`src/rtl/pwm_dp_pkg.sv`:
```
package pwm_dp_pkg;
    localparam int DIVL_W = 8;
    localparam int DIVH_W = 4;
    localparam int CNT_W  = 8;
    localparam int WORD_W = 32;

    // control word bit positions
    localparam int CTL_DIVL_LSB = 0;
    localparam int CTL_DIVH_LSB = 8;
    localparam int CTL_PIN_BIT  = 12;
    localparam int CTL_INV_BIT  = 14;
    localparam int CTL_RUN_BIT  = 16;
    localparam int CTL_SYNC_BIT = 17;

    // timing word bit positions
    localparam int TIM_START_LSB = 0;
    localparam int TIM_END_LSB   = 8;
    localparam int TIM_PER_LSB   = 24;

    typedef struct packed {
        logic [DIVL_W-1:0] div_l;
        logic [DIVH_W-1:0] div_h;
        logic [CNT_W-1:0]  per;
        logic [CNT_W-1:0]  start;
        logic [CNT_W-1:0]  stop;
    } timing_t;

    typedef struct packed {
        timing_t stg;
        timing_t act;
        logic    pin_en;
        logic    inv;
        logic    run;
        logic    sync_dis;
    } chan_state_t;
endpackage

```
`src/rtl/pwm_dp_prescaler.sv`:
```
module pwm_dp_prescaler #(
    parameter int DIVL_W = 8,
    parameter int DIVH_W = 4
) (
    input  logic              clk,
    input  logic              rst_n,
    input  logic              run,
    input  logic [DIVL_W-1:0] div_l,
    input  logic [DIVH_W-1:0] div_h,
    output logic              tick
);
    localparam int QW = DIVL_W + (1 << DIVH_W);

    typedef struct packed {
        logic [QW-1:0] pcnt;
    } pre_state_t;

    pre_state_t    st_d, st_q;
    logic [QW-1:0] quant_len;
    logic [QW-1:0] quant_last;

    always_comb begin
        quant_len  = (QW'(div_l) + QW'(1)) << div_h;
        quant_last = quant_len - QW'(1);
        tick       = run && (st_q.pcnt >= quant_last);
        st_d       = st_q;
        if (!run || tick) begin
            st_d.pcnt = '0;
        end else begin
            st_d.pcnt = st_q.pcnt + QW'(1);
        end
    end

    always_ff @(posedge clk or negedge rst_n) begin
        if (!rst_n) begin
            st_q <= '0;
        end else begin
            st_q <= st_d;
        end
    end
endmodule

```
`src/rtl/pwm_dp_counter.sv`:
```
module pwm_dp_counter #(
    parameter int CNT_W = 8
) (
    input  logic             clk,
    input  logic             rst_n,
    input  logic             run,
    input  logic             tick,
    input  logic [CNT_W-1:0] period,
    output logic [CNT_W-1:0] count,
    output logic             wrap
);
    typedef struct packed {
        logic [CNT_W-1:0] cnt;
    } ctr_state_t;

    ctr_state_t st_d, st_q;

    always_comb begin
        wrap = run && tick && (st_q.cnt >= period);
        st_d = st_q;
        if (!run) begin
            st_d.cnt = '0;
        end else if (wrap) begin
            st_d.cnt = '0;
        end else if (tick) begin
            st_d.cnt = st_q.cnt + CNT_W'(1);
        end
    end

    always_ff @(posedge clk or negedge rst_n) begin
        if (!rst_n) begin
            st_q <= '0;
        end else begin
            st_q <= st_d;
        end
    end

    assign count = st_q.cnt;
endmodule

```
`src/rtl/pwm_dp_compare.sv`:
```
module pwm_dp_compare #(
    parameter int CNT_W = 8
) (
    input  logic [CNT_W-1:0] count,
    input  logic [CNT_W-1:0] start,
    input  logic [CNT_W-1:0] stop,
    input  logic             run,
    input  logic             pin_en,
    input  logic             inv,
    output logic             level,
    output logic             pin,
    output logic             oe
);
    logic in_window;

    always_comb begin
        if (start == stop) begin
            in_window = 1'b1;
        end else if (start < stop) begin
            in_window = (count >= start) && (count < stop);
        end else begin
            in_window = (count >= start) || (count < stop);
        end
        level = run && in_window;
        pin   = pin_en ? (level ^ inv) : inv;
        oe    = pin_en;
    end
endmodule

```
`src/rtl/pwm_dual_point_chan.sv`:
```
module pwm_dual_point_chan
    import pwm_dp_pkg::*;
(
    input  logic              clk,
    input  logic              rst_n,
    input  logic              ctrl_we,
    input  logic [WORD_W-1:0] ctrl_wdata,
    input  logic              duty_we,
    input  logic [WORD_W-1:0] duty_wdata,
    output logic              pwm_level,
    output logic              pwm_oe,
    output logic              pwm_pin
);
    chan_state_t      st_d, st_q;
    logic             tick;
    logic             wrap;
    logic [CNT_W-1:0] count;
    logic             run;
    logic             inv;
    logic             sync_dis;
    logic [CNT_W-1:0] act_start;
    logic [CNT_W-1:0] act_stop;
    logic [CNT_W-1:0] act_per;

    assign run       = st_q.run;
    assign inv       = st_q.inv;
    assign sync_dis  = st_q.sync_dis;
    assign act_start = st_q.act.start;
    assign act_stop  = st_q.act.stop;
    assign act_per   = st_q.act.per;

    always_comb begin
        st_d = st_q;
        if (ctrl_we) begin
            st_d.stg.div_l = ctrl_wdata[CTL_DIVL_LSB +: DIVL_W];
            st_d.stg.div_h = ctrl_wdata[CTL_DIVH_LSB +: DIVH_W];
            st_d.pin_en    = ctrl_wdata[CTL_PIN_BIT];
            st_d.inv       = ctrl_wdata[CTL_INV_BIT];
            st_d.run       = ctrl_wdata[CTL_RUN_BIT];
            st_d.sync_dis  = ctrl_wdata[CTL_SYNC_BIT];
        end
        if (duty_we) begin
            st_d.stg.start = duty_wdata[TIM_START_LSB +: CNT_W];
            st_d.stg.stop  = duty_wdata[TIM_END_LSB +: CNT_W];
            st_d.stg.per   = duty_wdata[TIM_PER_LSB +: CNT_W];
        end
        // running copy follows staging at once when unsynchronised or idle,
        // otherwise only at the period boundary
        if (st_q.sync_dis || !st_q.run || wrap) begin
            st_d.act = st_d.stg;
        end
    end

    always_ff @(posedge clk or negedge rst_n) begin
        if (!rst_n) begin
            st_q <= '0;
        end else begin
            st_q <= st_d;
        end
    end

    pwm_dp_prescaler #(
        .DIVL_W (DIVL_W),
        .DIVH_W (DIVH_W)
    ) u_pre (
        .clk   (clk),
        .rst_n (rst_n),
        .run   (st_q.run),
        .div_l (st_q.act.div_l),
        .div_h (st_q.act.div_h),
        .tick  (tick)
    );

    pwm_dp_counter #(
        .CNT_W (CNT_W)
    ) u_ctr (
        .clk    (clk),
        .rst_n  (rst_n),
        .run    (st_q.run),
        .tick   (tick),
        .period (st_q.act.per),
        .count  (count),
        .wrap   (wrap)
    );

    pwm_dp_compare #(
        .CNT_W (CNT_W)
    ) u_cmp (
        .count  (count),
        .start  (st_q.act.start),
        .stop   (st_q.act.stop),
        .run    (st_q.run),
        .pin_en (st_q.pin_en),
        .inv    (st_q.inv),
        .level  (pwm_level),
        .pin    (pwm_pin),
        .oe     (pwm_oe)
    );
endmodule

```
`config.mk`:
```
export PLATFORM = sky130hd
export DESIGN_NAME = pwm_dual_point_chan
export DESIGN_NICKNAME = d
export VERILOG_FILES = /design/src/rtl/pwm_dp_pkg.sv /design/src/rtl/pwm_dp_prescaler.sv /design/src/rtl/pwm_dp_counter.sv /design/src/rtl/pwm_dp_compare.sv /design/src/rtl/pwm_dual_point_chan.sv
export SDC_FILE = /design/constraint.sdc
export NUM_CORES = 1
export LEC_CHECK = 0
export BUFFER_PORTS_ARGS = -buffer_cell sky130_fd_sc_hd__buf_2
export CAP_MARGIN = 30
export CORE_ASPECT_RATIO = 1.2
export CORE_MARGIN = 2
export CORE_UTILIZATION = 55
export DETAILED_ROUTE_END_ITERATION = 7
export PLACE_DENSITY = 0.75
export SLEW_MARGIN = 20
export SYNTH_ARGS = -nofsm -noshare
export SYNTH_HDL_FRONTEND = slang
export SYNTH_SLANG_ARGS = --single-unit
```
`constraint.sdc`:
```
create_clock -name clk -period 13.15 [get_ports clk]
set_input_delay 1.9725 -clock clk [delete_from_list [all_inputs] [get_ports clk]]
set_output_delay 1.9725 -clock clk [all_outputs]
set_load 0.05 [all_outputs]
```
After elaboration in Yosys (flattened, before gate mapping)
Index checks and enable logic that the tools add are counted.
W data, S select, Z words.
Cells by class
  $add $sub $neg: 4
  order comparisons: 5
  equality and inequality tests: 2
  shifts and indexed selects: 1
  muxes and demuxes: 9
  bitwise logic cells: 1
  reductions and logical operators: 10
Operator list (count)
  $mux W24: 2
  $add A24 B1 Y24 const B: 1
  $ge A24 B24 Y1: 1
  $mux W8: 3
  $shl A24 B4 Y24: 1
  $sub A24 B1 Y24 const B: 1
  $ge A8 B8 Y1: 2
  $lt A8 B8 Y1: 2
  $mux W12: 1
  $add A8 B1 Y9 const B: 1
  $add A8 B1 Y8 const B: 1
  $eq A8 B8 Y1: 1
  $logic_and A1 B1 Y1: 5
  $logic_or A1 B1 Y1: 4
  $mux W1: 3
  $ne A3 B1 Y1 const B: 1
  $logic_not A1 Y1: 1
  $xor A1 B1 Y1: 1
Storage, ports and cells
  flip-flop bits (word level): 108
  bits of input ports: 68
  output and inout port bits: 3
  logic and storage cells: 48

Logic depth before layout (Yosys ltp)
  depth in word-level cells: 9
  depth in mapped cells: 24
  gate-level depth less buffers: 19

Hierarchy
Synthesis repeated with hierarchy kept, for this count alone.
Unflattened totals
  cells, all modules: 774
  area, all modules: 7867.5 um^2
By module, submodules not included
  pwm_dp_prescaler: instances 1, cells an instance 461, area each 3583.4 um^2, seq. area each 600.6 um^2
  pwm_dual_point_chan: instances 1, cells an instance 162, area each 2975.4 um^2, seq. area each 1901.8 um^2
  pwm_dp_counter: instances 1, cells an instance 78, area each 690.7 um^2, seq. area each 200.2 um^2
  pwm_dp_compare: instances 1, cells an instance 73, area each 618.1 um^2, seq. area each 0.0 um^2

Worst setup path before layout
Ideal clock, no wire load.
  path type: reg-to-output
  start: register u_ctr.st_q, in the netlist u_ctr.count[4]
  end: output port pwm_pin
  data arrival time: 3.309 ns
  required time: 11.177 ns
  path slack: 7.868 ns
  stages on the path, launching flop included: 10
  buffers on the path: 0
  cells stage by stage: dfrtp_1 -> ha_1 -> and2_1 -> o21ai_0 -> o21ai_0 -> o41ai_1 -> a21oi_1 -> a21oi_1 -> nand2_1 -> xnor2_1
On the way
  cells in the longest elaborated chain, start to end: 7
  elaborated cells between the ends (all ways): 9
  classes of those cells: 2 x order compare; 3 x mux; 1 x bitwise; 3 x reduce/logical
RTL lines
  start: declaration: RTL line pwm_dp_counter.sv:16  | ctr_state_t st_d, st_q;
  start signal: assignment: RTL line pwm_dp_counter.sv:34  | st_q <= st_d;
  $ge A8 B8 Y1 or $lt A8 B8 Y1 (tied branches): RTL line pwm_dp_compare.sv:20, pwm_dp_compare.sv:22
  $logic_or A1 B1 Y1 or $logic_and A1 B1 Y1 (tied branches): RTL line pwm_dp_compare.sv:22, pwm_dp_compare.sv:20
  $mux W1 *: RTL line pwm_dp_compare.sv:19  | end else if (start < stop) begin
  $mux W1 *: RTL line pwm_dp_compare.sv:17  | if (start == stop) begin
  $logic_and A1 B1 Y1 *: RTL line pwm_dp_compare.sv:24  | level = run && in_window;
  via pwm_level: RTL line pwm_dual_point_chan.sv:10  | output logic pwm_level,
  $xor A1 B1 Y1 *: RTL line pwm_dp_compare.sv:25  | pin = pin_en ? (level ^ inv) : inv;
  $mux W1 *: RTL line pwm_dp_compare.sv:25
  end: declaration: RTL line pwm_dual_point_chan.sv:12  | output logic pwm_pin
Mark *: on every way through the listed nets, which the timed path passes. The rest lies on a longest branch.

Final worst setup path
  start: register st_q[32] (netlist bit)
  end: register st_q[36] (netlist bit)
On the way
  cells in the longest elaborated chain, start to end: 8
RTL lines
  start: declaration: RTL line pwm_dual_point_chan.sv:14  | chan_state_t st_d, st_q;
  start signal: assignment: RTL line pwm_dual_point_chan.sv:58  | st_q <= st_d;
  $add A8 B1 Y9: RTL line pwm_dp_prescaler.sv:23  | quant_len = (QW'(div_l) + QW'(1)) << div_h;
  $shl A24 B4 Y24: RTL line pwm_dp_prescaler.sv:23
  $sub A24 B1 Y24: RTL line pwm_dp_prescaler.sv:24  | quant_last = quant_len - QW'(1);
  $ge A24 B24 Y1: RTL line pwm_dp_prescaler.sv:25  | tick = run && (st_q.pcnt >= quant_last);
  $logic_and A1 B1 Y1: RTL line pwm_dp_prescaler.sv:25
  $logic_and A1 B1 Y1 (2 in a row): RTL line pwm_dp_counter.sv:19  | wrap = run && tick && (st_q.cnt >= period);
  $logic_or A1 B1 Y1: RTL line pwm_dual_point_chan.sv:49  | if (st_q.sync_dis || !st_q.run || wrap) begin
Every way passes these cells.
A chain may end at the register's enable or synchronous reset.

==> run summary <==
Num CTS Buffers -> 9
Met3 WL -> 587 um
Final setup vio count -> 0
Syn nets -> 860
First-pass GRT wire length -> 26.3 mm
Crit start category -> register
Yosys top cell by area -> dfrtp_1
Top post-synthesis cells by area -> dfrtp_1 37%, mux2_2 12%, ha_1 10%
Initial antenna violation count -> 0
Fmax -> 164 MHz
Final period utilization -> 0.464
Most frequent cells in the layout -> 108 x dfrtp_1, 79 x mux2_2, 59 x ha_1, 54 x nor2_1, 46 x buf_2
Inserted Diodes -> 0
Number of synthesized register bits -> 108
Grt ovf -> 0
Clock root cell -> clkbuf_16
Worst setup EP type -> register
Core area -> 13100 um2
DR WL/cell -> 17.0 um
Asr flop ratio synth -> 1.00
Netlist cell types -> 73
Horiz. Die Dim -> 109 um
Via count -> 5677
Run status -> completed
Largest net degree at the start of global routing -> 64
# clock sinks -> 108
Commonest non-fill, non-tap cell in the layout -> dfrtp_1
Seq/Total Area, Yosys -> 0.369
Met2 WL -> 8.25 mm
Port Buffer Count -> 46
Core Util, Final -> 0.601
Area grow syn2layout -> 7.87%
CTS tree -> done
Post-route DRC -> 0
Share of the synthesized area in the top cell type -> 0.369
Setup TNS -> 0 ns
Clock Latency Late Sink -> 0.35 ns
Worst-case clock buffer depth -> 2
RSZ-0062 raised after global routing -> false
Final-report hold violation count -> 0
Leakage -> 3.59 nW
Worst slew pin tran -> 0.949 ns
GRT Util Overall -> 0.232
Power per Cell Area -> 126 nW/um2
Initial Utilization -> 0.557
Highest routed layer -> met4
Max IR drop VDD -> 0.0000828 V
Die Y -> 130 um
Vias in the first global route -> 5611
Post-CTS sizing -> 0
Post-synthesis area per instance -> 9.98 um2
Layout Skew -> 0.0141 ns
Hold WC Path Type -> reg -> reg
Clock transition at the registers of the reported paths -> 0.08 ns
Pwr Total -> 0.994 mW
Layout cells sized above 1 -> 0.228
Number of flops mapped to enable cells by yosys -> 0
Worst hold slack -> 0.497 ns
Initial DRC Count -> 379
Worst endpoint required time -> 13.39 ns
Post-synthesis cell count -> 733
Slew Viols, Final -> 0
H-tree lvl count -> 3
Prevailing post-synth register cell -> dfrtp_1
Final net count -> 886
Via-to-Cell Ratio -> 6.09
Final min period -> 6.10 ns
Post-Route WL -> 15.9 mm
First-pass DRT Iterations -> 5
RD Place Congestion -> 0.892
Ports -> 71
Die area -> 14200 um2
DPL Wire Length -> 11.7 mm
Wl on met1 -> 6.58 mm
CTS Hold Buffers Added -> 0
Crit path arrival time -> 6.34 ns
Row count -> 46
Yosys warns -> 0
Max-Cap Viols -> 0
Worst rel slew slack -> 0.365
CP max FO -> 36
Crit Path Class -> reg -> reg
Post-synthesis cell area -> 7310 um2
Post-route ant nets -> 0
Setup bufs post-CTS -> 0
[cells by family (layout without fill, tap and decap cells)]
| kind of cell | after synthesis | count (layout) | synth area share |
|---|---|---|---|
| XOR/XNOR | 38 | 38 | 0.0455 |
| buffers and inverters | 76 | 107 | 0.0465 |
| AO/OA/AOI/OAI | 157 | 157 | 0.157 |
| adder cells (fa/ha/maj) | 59 | 59 | 0.101 |
| AND/OR/NAND/NOR | 212 | 212 | 0.153 |
| multiplexers | 83 | 83 | 0.128 |
| flip-flops | 108 | 108 | 0.369 |
[sequential cells by signal, indices dropped and copies added (netlist names)]
name and flops:
act_per 8, act_start 8, act_stop 8, inv 1
run 1, st_q 49, sync_dis 1, u_ctr.count 8
u_pre.st_q 24
[path summary, 6_finish.rpt]
kind | from | to | slack [ns] | cells past startpoint
setup / recovery | st_q[32]$_DFFE_PN0P_ | st_q[36]$_DFFE_PN0P_ | 7.05 | 21
hold / removal | st_q[58]$_DFF_PN0_ | st_q[58]$_DFF_PN0_ | 0.50 | 1
setup reg to reg | st_q[32]$_DFFE_PN0P_ | st_q[36]$_DFFE_PN0P_ | 7.05 | 21
hold reg to reg | st_q[58]$_DFF_PN0_ | st_q[58]$_DFF_PN0_ | 0.50 | 1
max in group asynchronous | rst_n | st_q[67]$_DFF_PN0_ | 10.31 | 2
min in group asynchronous | rst_n | u_pre.st_q[8]$_DFF_PN0_ | 1.60 | 1
[through the flow]
step,instance area [um2],setup WS [ns],std cells
floorplan,7310,7.87,733
global placement,7600,7.03,915
detailed placement,7600,6.79,915
CTS,7890,6.76,931
finish,7890,7.05,932
global route,7890,6.67,932
[area by class of cell]
class	instances	area (um2)
fill	1105	5230
multi-input combinational	549	4270
sequential	108	2700
timing repair buffer	52	275
clock buffer	10	229
tap	168	210
inverter	39	146
clock inverter	6	55.1
[critical path, cell delays in order (launching register included)]
cell      delay (ns)
dfrtp_1         0.76
ha_1            0.56
nand2_1         0.18
a21boi_1        0.34
nor3_1          0.17
o31ai_1         0.52
o22ai_1         0.31
nor3_2          0.28
and4_1          0.36
and3_4          0.24
xor2_1          0.17
ha_1            0.27
a21o_1          0.19
a21o_1          0.18
a21oi_1         0.14
o21ai_0         0.10
inv_1           0.08
o31ai_1         0.09
buf_2           0.18
a211o_1         0.26
buf_4           0.28
mux2_2          0.34
[cells in the mapped netlist (5+ instances only)]
| master | number |
|---|---|
| dfrtp_1 | 108 |
| mux2_2 | 79 |
| ha_1 | 59 |
| nor2_1 | 54 |
| inv_1 | 37 |
| a21oi_1 | 35 |
| nand2_1 | 35 |
| o21ai_0 | 32 |
| nand3_1 | 31 |
| a21o_1 | 21 |
| xnor2_1 | 20 |
| xor2_1 | 18 |
| clkbuf_1 | 16 |
| and3_1 | 14 |
| buf_2 | 14 |
| nor3_1 | 13 |
| nand2b_1 | 12 |
| nand4_1 | 9 |
| a31oi_1 | 7 |
| o22ai_1 | 7 |
| and4_1 | 6 |
| nor2b_1 | 6 |
| a211oi_1 | 5 |
| and2_1 | 5 |
| nand4b_1 | 5 |
| o31ai_1 | 5 |
[power by group]
part	leakage (nW)	internal (mW)	switching [mW]	total, mW
combinational	2.12	0.141	0.201	0.343
sequential	1.34	0.362	0.0318	0.394
clock	0.133	0.132	0.126	0.258
[metal layers]
layer | global-route usage | vias up
met1 | 0.287 | 2760
li1 | - | 2730
met2 | 0.402 | 157
met4 | 0.0894 | 0
met3 | 0.0395 | 30
met5 | 0 | -
Power figures use the tool's default switching activity.
